**src/rtl/pause_pkg.sv**
```systemverilog
package pause_pkg;

    typedef enum logic [1:0] {
        FC_NONE = 2'd0,
        FC_RX   = 2'd1,
        FC_TX   = 2'd2,
        FC_FULL = 2'd3
    } fc_mode_e;

    localparam int unsigned REQ_W       = 3;
    localparam logic [REQ_W-1:0] REQ_DEFAULT = 3'd4;

    function automatic logic fc_has_tx(input fc_mode_e m);
        return (m == FC_TX) || (m == FC_FULL);
    endfunction

    function automatic logic fc_has_rx(input fc_mode_e m);
        return (m == FC_RX) || (m == FC_FULL);
    endfunction

endpackage

```
**src/rtl/pause_req_decode.sv**
```systemverilog
module pause_req_decode
    import pause_pkg::*;
(
    input  logic [REQ_W-1:0] req_i,
    output fc_mode_e         mode_o,
    output logic             valid_o,
    output logic             is_full_o,
    output logic             no_rx_pref_o
);
    always_comb begin
        valid_o = (req_i <= REQ_DEFAULT);
        if (req_i == REQ_DEFAULT) begin
            mode_o = FC_FULL;
        end else begin
            mode_o = fc_mode_e'(req_i[1:0]);
        end
        // Preferences only count for legal codes; others fall to receive-only
        is_full_o    = valid_o && (mode_o == FC_FULL);
        no_rx_pref_o = valid_o && ((mode_o == FC_NONE) || (mode_o == FC_TX));
    end
endmodule

```
**src/rtl/pause_ad_resolve.sv**
```systemverilog
module pause_ad_resolve
    import pause_pkg::*;
(
    input  logic     loc_pause_i,
    input  logic     loc_asm_i,
    input  logic     lp_pause_i,
    input  logic     lp_asm_i,
    input  logic     req_full_i,
    input  logic     req_no_rx_i,
    input  logic     strict_i,
    input  logic     full_duplex_i,
    output fc_mode_e mode_o
);
    fc_mode_e adv_mode;
    logic     sym, asym_tx, asym_rx;

    always_comb begin
        sym     = loc_pause_i && lp_pause_i;
        asym_tx = !loc_pause_i && loc_asm_i && lp_pause_i && lp_asm_i;
        asym_rx = loc_pause_i && loc_asm_i && !lp_pause_i && lp_asm_i;

        if (sym) begin
            adv_mode = req_full_i ? FC_FULL : FC_RX;
        end else if (asym_tx) begin
            adv_mode = FC_TX;
        end else if (asym_rx) begin
            adv_mode = FC_RX;
        end else if (req_no_rx_i || strict_i) begin
            adv_mode = FC_NONE;
        end else begin
            adv_mode = FC_RX;
        end

        mode_o = full_duplex_i ? adv_mode : FC_NONE;
    end
endmodule

```
**src/rtl/pause_wm_gen.sv**
```systemverilog
module pause_wm_gen
    import pause_pkg::*;
#(
    parameter int unsigned WM_W   = 16,
    parameter int unsigned WORD_W = 32
) (
    input  fc_mode_e          mode_i,
    input  logic              xon_i,
    input  logic [WM_W-1:0]   low_cfg_i,
    input  logic [WM_W-1:0]   high_cfg_i,
    output logic [WORD_W-1:0] low_o,
    output logic [WORD_W-1:0] high_o
);
    localparam int unsigned XON_POS = WORD_W - 1;
    localparam int unsigned PAD_W   = WORD_W - WM_W;

    always_comb begin
        low_o  = '0;
        high_o = '0;
        if (fc_has_tx(mode_i)) begin
            low_o           = {{PAD_W{1'b0}}, low_cfg_i};
            low_o[XON_POS]  = xon_i;
            high_o          = {{PAD_W{1'b0}}, high_cfg_i};
        end
    end
endmodule

```
**src/rtl/pause_resolver.sv**
```systemverilog
module pause_resolver
    import pause_pkg::*;
#(
    parameter int unsigned WM_W   = 16,
    parameter int unsigned WORD_W = 32
) (
    input  logic              clk,
    input  logic              rst_n,
    input  logic              start_i,
    input  logic              an_used_i,
    input  logic              an_done_i,
    input  logic              loc_pause_i,
    input  logic              loc_asm_i,
    input  logic              lp_pause_i,
    input  logic              lp_asm_i,
    input  logic              full_duplex_i,
    input  logic              strict_i,
    input  logic [2:0]        req_mode_i,
    input  logic              xon_send_i,
    input  logic [WM_W-1:0]   low_wm_cfg_i,
    input  logic [WM_W-1:0]   high_wm_cfg_i,
    output logic [1:0]        mode_o,
    output logic              tx_pause_en_o,
    output logic              rx_pause_en_o,
    output logic [WORD_W-1:0] low_wm_o,
    output logic [WORD_W-1:0] high_wm_o,
    output logic              done_o,
    output logic              cfg_err_o
);
    typedef struct packed {
        fc_mode_e          mode;
        logic              tx_en;
        logic              rx_en;
        logic [WORD_W-1:0] low_wm;
        logic [WORD_W-1:0] high_wm;
        logic              done;
        logic              err;
    } state_t;

    state_t state_d, state_q;

    fc_mode_e          forced_mode, neg_mode, next_mode;
    logic              req_valid, req_full, req_no_rx;
    logic              apply;
    logic [WORD_W-1:0] low_calc, high_calc;

    pause_req_decode u_req (
        .req_i        (req_mode_i),
        .mode_o       (forced_mode),
        .valid_o      (req_valid),
        .is_full_o    (req_full),
        .no_rx_pref_o (req_no_rx)
    );

    pause_ad_resolve u_res (
        .loc_pause_i   (loc_pause_i),
        .loc_asm_i     (loc_asm_i),
        .lp_pause_i    (lp_pause_i),
        .lp_asm_i      (lp_asm_i),
        .req_full_i    (req_full),
        .req_no_rx_i   (req_no_rx),
        .strict_i      (strict_i),
        .full_duplex_i (full_duplex_i),
        .mode_o        (neg_mode)
    );

    pause_wm_gen #(
        .WM_W   (WM_W),
        .WORD_W (WORD_W)
    ) u_wm (
        .mode_i     (next_mode),
        .xon_i      (xon_send_i),
        .low_cfg_i  (low_wm_cfg_i),
        .high_cfg_i (high_wm_cfg_i),
        .low_o      (low_calc),
        .high_o     (high_calc)
    );

    always_comb begin
        state_d      = state_q;
        state_d.done = start_i;
        apply        = 1'b0;
        next_mode    = state_q.mode;

        if (start_i) begin
            state_d.err = 1'b0;
            if (!an_used_i) begin
                if (req_valid) begin
                    apply     = 1'b1;
                    next_mode = forced_mode;
                end else begin
                    state_d.err = 1'b1;
                end
            end else if (an_done_i) begin
                apply     = 1'b1;
                next_mode = neg_mode;
            end
        end

        if (apply) begin
            state_d.mode    = next_mode;
            state_d.tx_en   = fc_has_tx(next_mode);
            state_d.rx_en   = fc_has_rx(next_mode);
            state_d.low_wm  = low_calc;
            state_d.high_wm = high_calc;
        end
    end

    always_ff @(posedge clk or negedge rst_n) begin
        if (!rst_n) begin
            state_q <= '0;
        end else begin
            state_q <= state_d;
        end
    end

    assign mode_o        = state_q.mode;
    assign tx_pause_en_o = state_q.tx_en;
    assign rx_pause_en_o = state_q.rx_en;
    assign low_wm_o      = state_q.low_wm;
    assign high_wm_o     = state_q.high_wm;
    assign done_o        = state_q.done;
    assign cfg_err_o     = state_q.err;

    // done is a single pulse per sampled start
    a_r10_done_pulse: assert property (@(posedge clk) disable iff (!rst_n)
        start_i |=> done_o);
    a_r10_done_quiet: assert property (@(posedge clk) disable iff (!rst_n)
        !start_i |=> !done_o);
    // outputs hold without a start
    a_r10_hold: assert property (@(posedge clk) disable iff (!rst_n)
        !start_i |=> $stable({mode_o, tx_pause_en_o, rx_pause_en_o, low_wm_o, high_wm_o}));
    // an invalid forced request flags an error and leaves the enables alone
    a_r3_bad_req: assert property (@(posedge clk) disable iff (!rst_n)
        (start_i && !an_used_i && (req_mode_i > 3'd4)) |=>
        (cfg_err_o && $stable(tx_pause_en_o) && $stable(rx_pause_en_o) && $stable(mode_o)));
    // half duplex on the negotiated path disables pause
    a_r7_half_duplex: assert property (@(posedge clk) disable iff (!rst_n)
        (start_i && an_used_i && an_done_i && !full_duplex_i) |=>
        (mode_o == 2'd0 && !tx_pause_en_o && !rx_pause_en_o));
    // pending negotiation changes nothing
    a_r9_pending: assert property (@(posedge clk) disable iff (!rst_n)
        (start_i && an_used_i && !an_done_i) |=>
        ($stable(mode_o) && $stable(low_wm_o) && !cfg_err_o));
    // watermarks are zero while transmit pause is off
    a_r8_wm_zero: assert property (@(posedge clk) disable iff (!rst_n)
        !tx_pause_en_o |-> (low_wm_o == '0 && high_wm_o == '0));
    // enables follow the published mode
    a_r1_enables: assert property (@(posedge clk) disable iff (!rst_n)
        done_o |-> (tx_pause_en_o == mode_o[1] &&
                    rx_pause_en_o == (mode_o == 2'd1 || mode_o == 2'd3)));
endmodule

```
**config.mk**
```make
export PLATFORM = sky130hd
export DESIGN_NAME = pause_resolver
export DESIGN_NICKNAME = d
export VERILOG_FILES = /design/src/rtl/pause_pkg.sv /design/src/rtl/pause_req_decode.sv /design/src/rtl/pause_ad_resolve.sv /design/src/rtl/pause_wm_gen.sv /design/src/rtl/pause_resolver.sv
export SDC_FILE = /design/constraint.sdc
export NUM_CORES = 1
export LEC_CHECK = 0
export BUFFER_PORTS_ARGS = -buffer_cell sky130_fd_sc_hd__buf_2
export CAP_MARGIN = 15
export CORE_MARGIN = 10
export CORE_UTILIZATION = 47
export DETAILED_ROUTE_END_ITERATION = 16
export GPL_ROUTABILITY_DRIVEN = 0
export GPL_TIMING_DRIVEN = 0
export PLACE_DENSITY = 0.88
export REMOVE_ABC_BUFFERS = 1
export SLEW_MARGIN = 30
export SYNTH_ARGS = -nofsm -noshare
export SYNTH_HDL_FRONTEND = slang
export SYNTH_SLANG_ARGS = --single-unit
```
**constraint.sdc**
```tcl
create_clock -name clk -period 2.25 [get_ports clk]
set_clock_uncertainty 0.1 [all_clocks]
set_input_delay 0.225 -clock clk [delete_from_list [all_inputs] [get_ports clk]]
set_output_delay 0.225 -clock clk [all_outputs]
set_load 0.005 [all_outputs]
```
==> metrics.md, run 1 <==
| Metric | Value |
|---|---|
| DRT Pass-1 Iters | `4` |
| Fin crit period | `1.65 ns` |
| R2R depth | `4` |
| Reg-to-Reg End | `mode_o[1]` |
| Post-synth top area share | `0.462` |
| CP required | `2.31 ns` |
| Number of global-route vias before repair | `1810` |
| Gr ovfl total | `0` |
| Part of the power in registers | `0.494` |
| Final net count | `352` |
| RSZ-0062 raised after global routing | `false` |
| Clock transition at path regs | `0.07 ns` |
| Critical path's largest stage delay | `0.51 ns` |
| Die Y | `86.2 µm` |
| WL/cell | `14.8 µm` |
| Dpl ws | `0.280 ns` |
| Worst setup EP type | `register` |
| Layout area overhead | `23.0%` |
| DRT Wirelength | `5.28 mm` |
| Worst Tran Pin Value | `0.708 ns` |
| Slew margin rel. | `0.528` |
| Cells taking the most area after synthesis | `dfrtp_1 46%, nand2_1 13%, o21ai_2 13%, buf_4 12%, o21ai_0 1.7%` |
| Area leader, netlist | `dfrtp_1` |
| Initial antenna violation count | `0` |
| CP Launch Point | `an_done_i` |
| DR vias | `1697` |
| Antenna Violating Nets Remaining | `0` |
| Setup Viol. Count Final | `0` |
| Worst Setup Slack, final | `0.602 ns` |
| Hold depth | `3` |
| Die W | `86.2 µm` |
| Largest delay contributor family on the critical path | `compound AO/OA/AOI/OAI gates` |
| Clock latency on the worst-skew pair | `0.27 ns` |
| Setup Fix Bufs, Post-CTS | `0` |
| Final Cycle Share | `0.732` |
| Leakage power | `0.00137 µW` |
| Clock Tree Root | `clkbuf_8` |
| Hold-fix buffers, CTS | `1` |
| Antenna Cells | `0` |
| Worst Hold Launch | `high_wm_cfg_i[12]` |
| Flop and latch count out of synthesis | `38` |
| Clock sinks | `38` |
| Power density cells | `626 nW/µm²` |
| Mapped Area | `2060 µm²` |
| # H-tree levels | `2` |
| Residual DRC count | `0` |
| Total die area | `7430 µm²` |
| Overall Global Routing Usage | `0.143` |
| Core Rows | `24` |
| Slew Limit Fails | `0` |
| Startpoint Class | `primary input` |
| HPWL Detailed | `4.20 mm` |
| Effective utilization at floorplan | `0.480` |
| First-pass GRT wire length | `8.63 mm` |
| Count leader, synth | `nand2_1` |
| Worst min path class | `primary input to register` |
| WHS Endpoint | `high_wm_o[12]` |
| Largest net degree at the start of global routing | `39` |
| Sequential fraction of the synthesis area | `0.462` |
| Num CTS Buffers | `5` |
| Fmax | `0.607 GHz` |
| Post-synth EDFFs | `0` |
| Clk network pwr share | `0.283` |
| Initial DRC Count | `74` |
| Crit-path max FO | `12` |
| Top cells by count, synth | `71 x nand2_1, 38 x dfrtp_1, 33 x buf_4, 30 x o21ai_2, 7 x o21ai_0` |
| Internal cell power | `1140 µW` |
| Via/cell ratio | `4.77` |
| Reg2Reg Setup Slack | `0.83 ns` |
| CTS tree | `yes` |
| Combinational Power Share | `0.223` |
| Switching power | `447 µW` |
| Post-Syn Instances | `219` |
| Post-cts resize count | `0` |
| Syn Area/Cell | `9.40 µm²` |
| Max clock buf depth | `2` |
| Worst-path cell chain | `buf_2 > nand4_2 > o21ai_0 > a211oi_4 > buf_6 > buf_6 > o21ai_0` |
| Unique masters post-synth | `32` |
| CP max-delay cell | `a211oi_4` |
| Setup CP Type | `primary input to register` |
| Switching portion of total power | `0.282` |
| Status | `complete, no violations` |
| Critical Path AT | `1.71 ns` |
| Reg2reg start | `mode_o[1]` |
| Asr flop ratio synth | `1.00` |
| Top_reg_cell synth | `dfrtp_1` |
| Worst path bufs/invs | `3` |
| Setup TNS | `0 ns` |
| VDD IR max | `0.306 mV` |
| Core area | `4290 µm²` |
| Fin. Hold Viols | `0` |
| Max-Cap Viols | `0` |
| Port buffer count | `85` |
| Yosys Warn Count | `0` |
| I/O Pins | `117` |
| Share of layout cells above drive strength 1 | `0.438` |
[placed cells by master (no fill, tap or decap)]
cell            n
inv_1           3
a22o_1          1
o41ai_1         1
dfrtp_1        38
o21ai_0         7
o211ai_1        1
nand4_2         1
o21ai_2        30
buf_16          1
conb_1         31
nand2b_1        1
inv_2           1
a21oi_1         1
a2111oi_4       1
nor2b_1         1
a211oi_4        1
nand3_1         2
a311oi_1        1
nor4_1          1
clkbuf_8        6
dlygate4sd3_1   1
o21ai_1         1
or4_1           1
buf_2          85
o31a_2          1
o21bai_1        1
nand2_1        71
nor3_1          2
a211oi_1        1
o311ai_4        1
nor2_1          3
a22oi_1         1
buf_6           5
[area by class of cell]
cell class | count | area [µm²]
fill | 405 | 1760
sequential | 38 | 951
multi-input combinational | 164 | 901
timing repair buffer | 92 | 519
clock buffer | 6 | 82.6
tap | 52 | 65.1
inverter | 4 | 15.0
[worst min-delay path, cell delays in order]
cell and delay, ns:
buf_2 0.10, nand2_1 0.05, o21ai_1 0.05
[layer usage]
layer / up-vias / global-route usage / wire length [µm] / share of wire
li1: 840 / - / - / -
met1: 770 / 0.147 / 1990 / 0.38
met2: 79 / 0.245 / 2610 / 0.49
met3: 8 / 0.0704 / 581 / 0.11
met4: 0 / 0.0560 / 99 / 0.019
met5: - / 0 / 0 / 0
[stage by stage]
step	instances	cell area [µm²]	hold slack [ns]	total power [µW]	utilization
2_1_floorplan	206	1860	-0.171	950	-
3_3_place_gp	343	2350	0.271	1120	0.547
3_5_place_dp	348	2410	0.281	1150	0.562
4_1_cts	355	2510	0.0634	1610	0.584
5_1_grt	356	2530	0.0668	1700	0.590
6_report	356	2530	0.0749	1580	0.590
[logic make-up after synthesis]
logic type | synth area share
AOI/OAI and AO/OA | 0.214
DFF | 0.462
other | 0.00182
and+or+nand+nor | 0.163
buffers and inverters | 0.159
[worst max path at each step]
stage                         end  slack (ns)  cells past startpoint
floorplan           high_wm_o[10]       -0.75                      4
global placement     high_wm_o[9]       -1.59                      5
detailed placement  high_wm_o[10]        0.28                      7
CTS                 high_wm_o[10]        0.58                      7
global route        high_wm_o[10]        0.49                      7
finish              high_wm_o[10]        0.60                      7
[power groups by stage]
stage	logic, µW	clock network, µW	registers (µW)
floorplan	145	0	805
global placement	323	0	792
detailed placement	350	0	797
CTS	351	471	784
global route	398	510	792
finish	353	449	783
[sequential cells by signal, indices dropped and copies added (netlist names)]
| signal | cells |
|---|---|
| done_o | 1 |
| tx_pause_en_o | 1 |
| high_wm_o | 16 |
| low_wm_o | 17 |
| mode_o | 2 |
| cfg_err_o | 1 |
No activity file was read; power rests on OpenSTA's default activity.
==> inputs of run 2 (changes only) <==
--- a/config.mk
+++ b/config.mk
@@ -8,11 +8,11 @@
 export BUFFER_PORTS_ARGS = -buffer_cell sky130_fd_sc_hd__buf_2
 export CAP_MARGIN = 15
 export CORE_MARGIN = 10
-export CORE_UTILIZATION = 47
+export CORE_UTILIZATION = 44
 export DETAILED_ROUTE_END_ITERATION = 16
 export GPL_ROUTABILITY_DRIVEN = 0
 export GPL_TIMING_DRIVEN = 0
-export PLACE_DENSITY = 0.88
+export PLACE_DENSITY = 0.83
 export REMOVE_ABC_BUFFERS = 1
 export SLEW_MARGIN = 30
 export SYNTH_ARGS = -nofsm -noshare
==> constraint.sdc (replaced) <==
create_clock -name clk -period 1.7 [get_ports clk]
set_clock_uncertainty 0.1 [all_clocks]
set_input_delay 0.17 -clock clk [delete_from_list [all_inputs] [get_ports clk]]
set_output_delay 0.17 -clock clk [all_outputs]
set_load 0.005 [all_outputs]
==> metrics.md, run 2 (same netlist as run 1, synthesis figures left out) <==
| Metric | Value |
|---|---|
| Status | `complete, no violations` |
| Share of layout cells above drive strength 1 | `0.433 (-0.00471)` |
| Slew margin rel. | `0.440 (-0.0885)` |
| Multi-input gate area | `901 µm² (unchanged)` |
| Max clock buf depth | `2 (unchanged)` |
| Setup Viol. Count Final | `0 (unchanged)` |
| Core area | `4440 µm² (+3.5%)` |
| DR vias | `1674 (-1.4%)` |
| Overall Global Routing Usage | `0.133 (-0.00994)` |
| Initial antenna violation count | `0 (unchanged)` |
| Fmax | `0.640 GHz` |
| Combinational Power Share | `0.205 (-0.018)` |
| Startpoint Class | `primary input` |
| Slew Limit Fails | `0 (unchanged)` |
| HPWL Detailed | `4.17 mm (-0.50%)` |
| I/O Pins | `117 (unchanged)` |
| Total die area | `7820 µm² (+5.2%)` |
| Power density cells | `880 nW/µm² (+41%)` |
| Layout area overhead | `23.0% (unchanged)` |
| Fin crit period | `1.56 ns` |
| Largest net degree at the start of global routing | `39 (unchanged)` |
| Clock latency on the worst-skew pair | `0.27 ns (about the same)` |
| Worst Tran Pin Value | `0.840 ns (+0.133 ns)` |
| Number of global-route vias before repair | `1787 (-1.3%)` |
| Worst setup EP type | `register` |
| DRT Wirelength | `5.26 mm (-0.32%)` |
| Effective utilization at floorplan | `0.463 (-0.0162)` |
| Largest register FFs | `17 (unchanged)` |
| Hold_ws | `0.0222 ns (-0.0527 ns)` |
| Met2 routed wirelength | `2.62 mm (+0.23%)` |
| RSZ-0062 raised after global routing | `false` |
| Most frequent cells in the layout | `85 x buf_2, 71 x nand2_1, 38 x dfrtp_1` |
| Register area | `951 µm² (unchanged)` |
| Port buffer count | `85 (unchanged)` |
| Part of the power in registers | `0.464 (-0.030)` |
| Num CTS Buffers | `5 (unchanged)` |
| First-pass GRT wire length | `8.40 mm (-2.6%)` |
| Die W | `88.4 µm (+2.6%)` |
| VDD IR max | `0.578 mV (+89%)` |
| Gr ovfl total | `0 (unchanged)` |
| Internal cell power | `1630 µW (+43%)` |
| Final net count | `351 (-0.28%)` |
| Switching power | `603 µW (+35%)` |
| Final Cycle Share | `0.919` |
| Routed met3 length | `445 µm (-23%)` |
| Die Y | `88.4 µm (+2.6%)` |
| Clk network pwr share | `0.331 (+0.048)` |
| Post-cts resize count | `0 (unchanged)` |
| Via/cell ratio | `4.69 (-1.6%)` |
| Clock sinks | `38 (unchanged)` |
| CTS tree | `yes` |
| Fillers | `423 (+4.4%)` |
| Critical Path AT | `1.68 ns (-0.03 ns)` |
| Antenna Violating Nets Remaining | `0 (unchanged)` |
| Residual DRC count | `0 (unchanged)` |
| Fin. Hold Viols | `0 (unchanged)` |
| CP required | `1.81 ns (-0.50 ns)` |
| Max-Cap Viols | `0 (unchanged)` |
| Worst min path class | `primary input to register` |
| Initial DRC Count | `46 (-38%)` |
| Setup CP Type | `primary input to register` |
| Core Rows | `24 (unchanged)` |
| Clock transition at path regs | `0.08 ns (about the same)` |
| Switching portion of total power | `0.270 (-0.0114)` |
| Commonest non-fill, non-tap cell in the layout | `buf_2` |
| Leakage power | `0.00137 µW (-0.14%)` |
| Top Layer Used | `met4` |
| Placed cell areas | `2420 µm² (+0.16%)` |
| WL/cell | `14.7 µm (-0.60%)` |
| Clock Tree Root | `clkbuf_8` |
| # H-tree levels | `2 (unchanged)` |
| DRT Pass-1 Iters | `5 (+1)` |
| Antenna Cells | `0 (unchanged)` |
| WL met1 | `2.16 mm (+8.6%)` |
| Final Instance Area | `2530 µm² (unchanged)` |
| Crit-path max FO | `38 (+26)` |
| Setup Fix Bufs, Post-CTS | `0 (unchanged)` |
-- run 2: critical path: stages --
cell	delay, ns
buf_2	0.56
inv_1	0.29
or4_1	0.57
nand3_1	0.09
-- run 2: path summary, 6_finish.rpt --
path,from,to,slack (ns),cells past startpoint
min,high_wm_cfg_i[12],high_wm_o[12],0.02,3
max in group asynchronous,rst_n,mode_o[1],0.53,2
min in group asynchronous,rst_n,low_wm_o[5],0.43,2
max,start_i,mode_o[0],0.14,4
min reg2reg,low_wm_o[8],low_wm_o[8],0.37,2
max reg2reg,mode_o[1],mode_o[1],0.27,4
-- run 2: final cells by class --
type	instances	share of cell area
inverter	4	0.00593
timing repair buffer	91	0.196
multi-input combinational	164	0.356
clock buffer	7	0.0301
clock inverter	1	0.0119
sequential	38	0.375
tap	52	0.0257
-- run 2: metrics by stage --
| step | power, µW | setup slack (ns) | setup TNS (ns) | utilization | instances |
|---|---|---|---|---|---|
| finish | 2230 | 0.137 | 0 | 0.570 | 357 |
| global route | 2360 | 0.0234 | 0 | 0.570 | 357 |
| CTS | 2270 | 0.133 | 0 | 0.570 | 357 |
| detailed placement | 1520 | -0.166 | -0.212 | 0.544 | 348 |
| global placement | 1480 | -2.12 | -63.33 | 0.529 | 343 |
| floorplan | 1260 | -1.24 | -35.72 | - | 206 |
-- run 2: routing by layer --
layer	GRT usage	vias to the layer above
met5	0	-
met4	0.0367	0
met3	0.0450	5
met2	0.233	68
met1	0.151	769
li1	-	832
-- run 2: power by group through the flow --
stage | logic (µW) | clock network, µW | registers [µW]
after CTS | 465 | 767 | 1040
after global routing | 517 | 795 | 1050
after floorplan | 192 | 0 | 1070
final | 456 | 738 | 1040
after global placement | 429 | 0 | 1050
after detailed placement | 462 | 0 | 1050
-- run 2: what timing repair did --
item / CTS / global route
setup endpoints to repair: 0 / 0
endpoints found under the hold margin: 38 / 0
hold buffers: 1 / 0
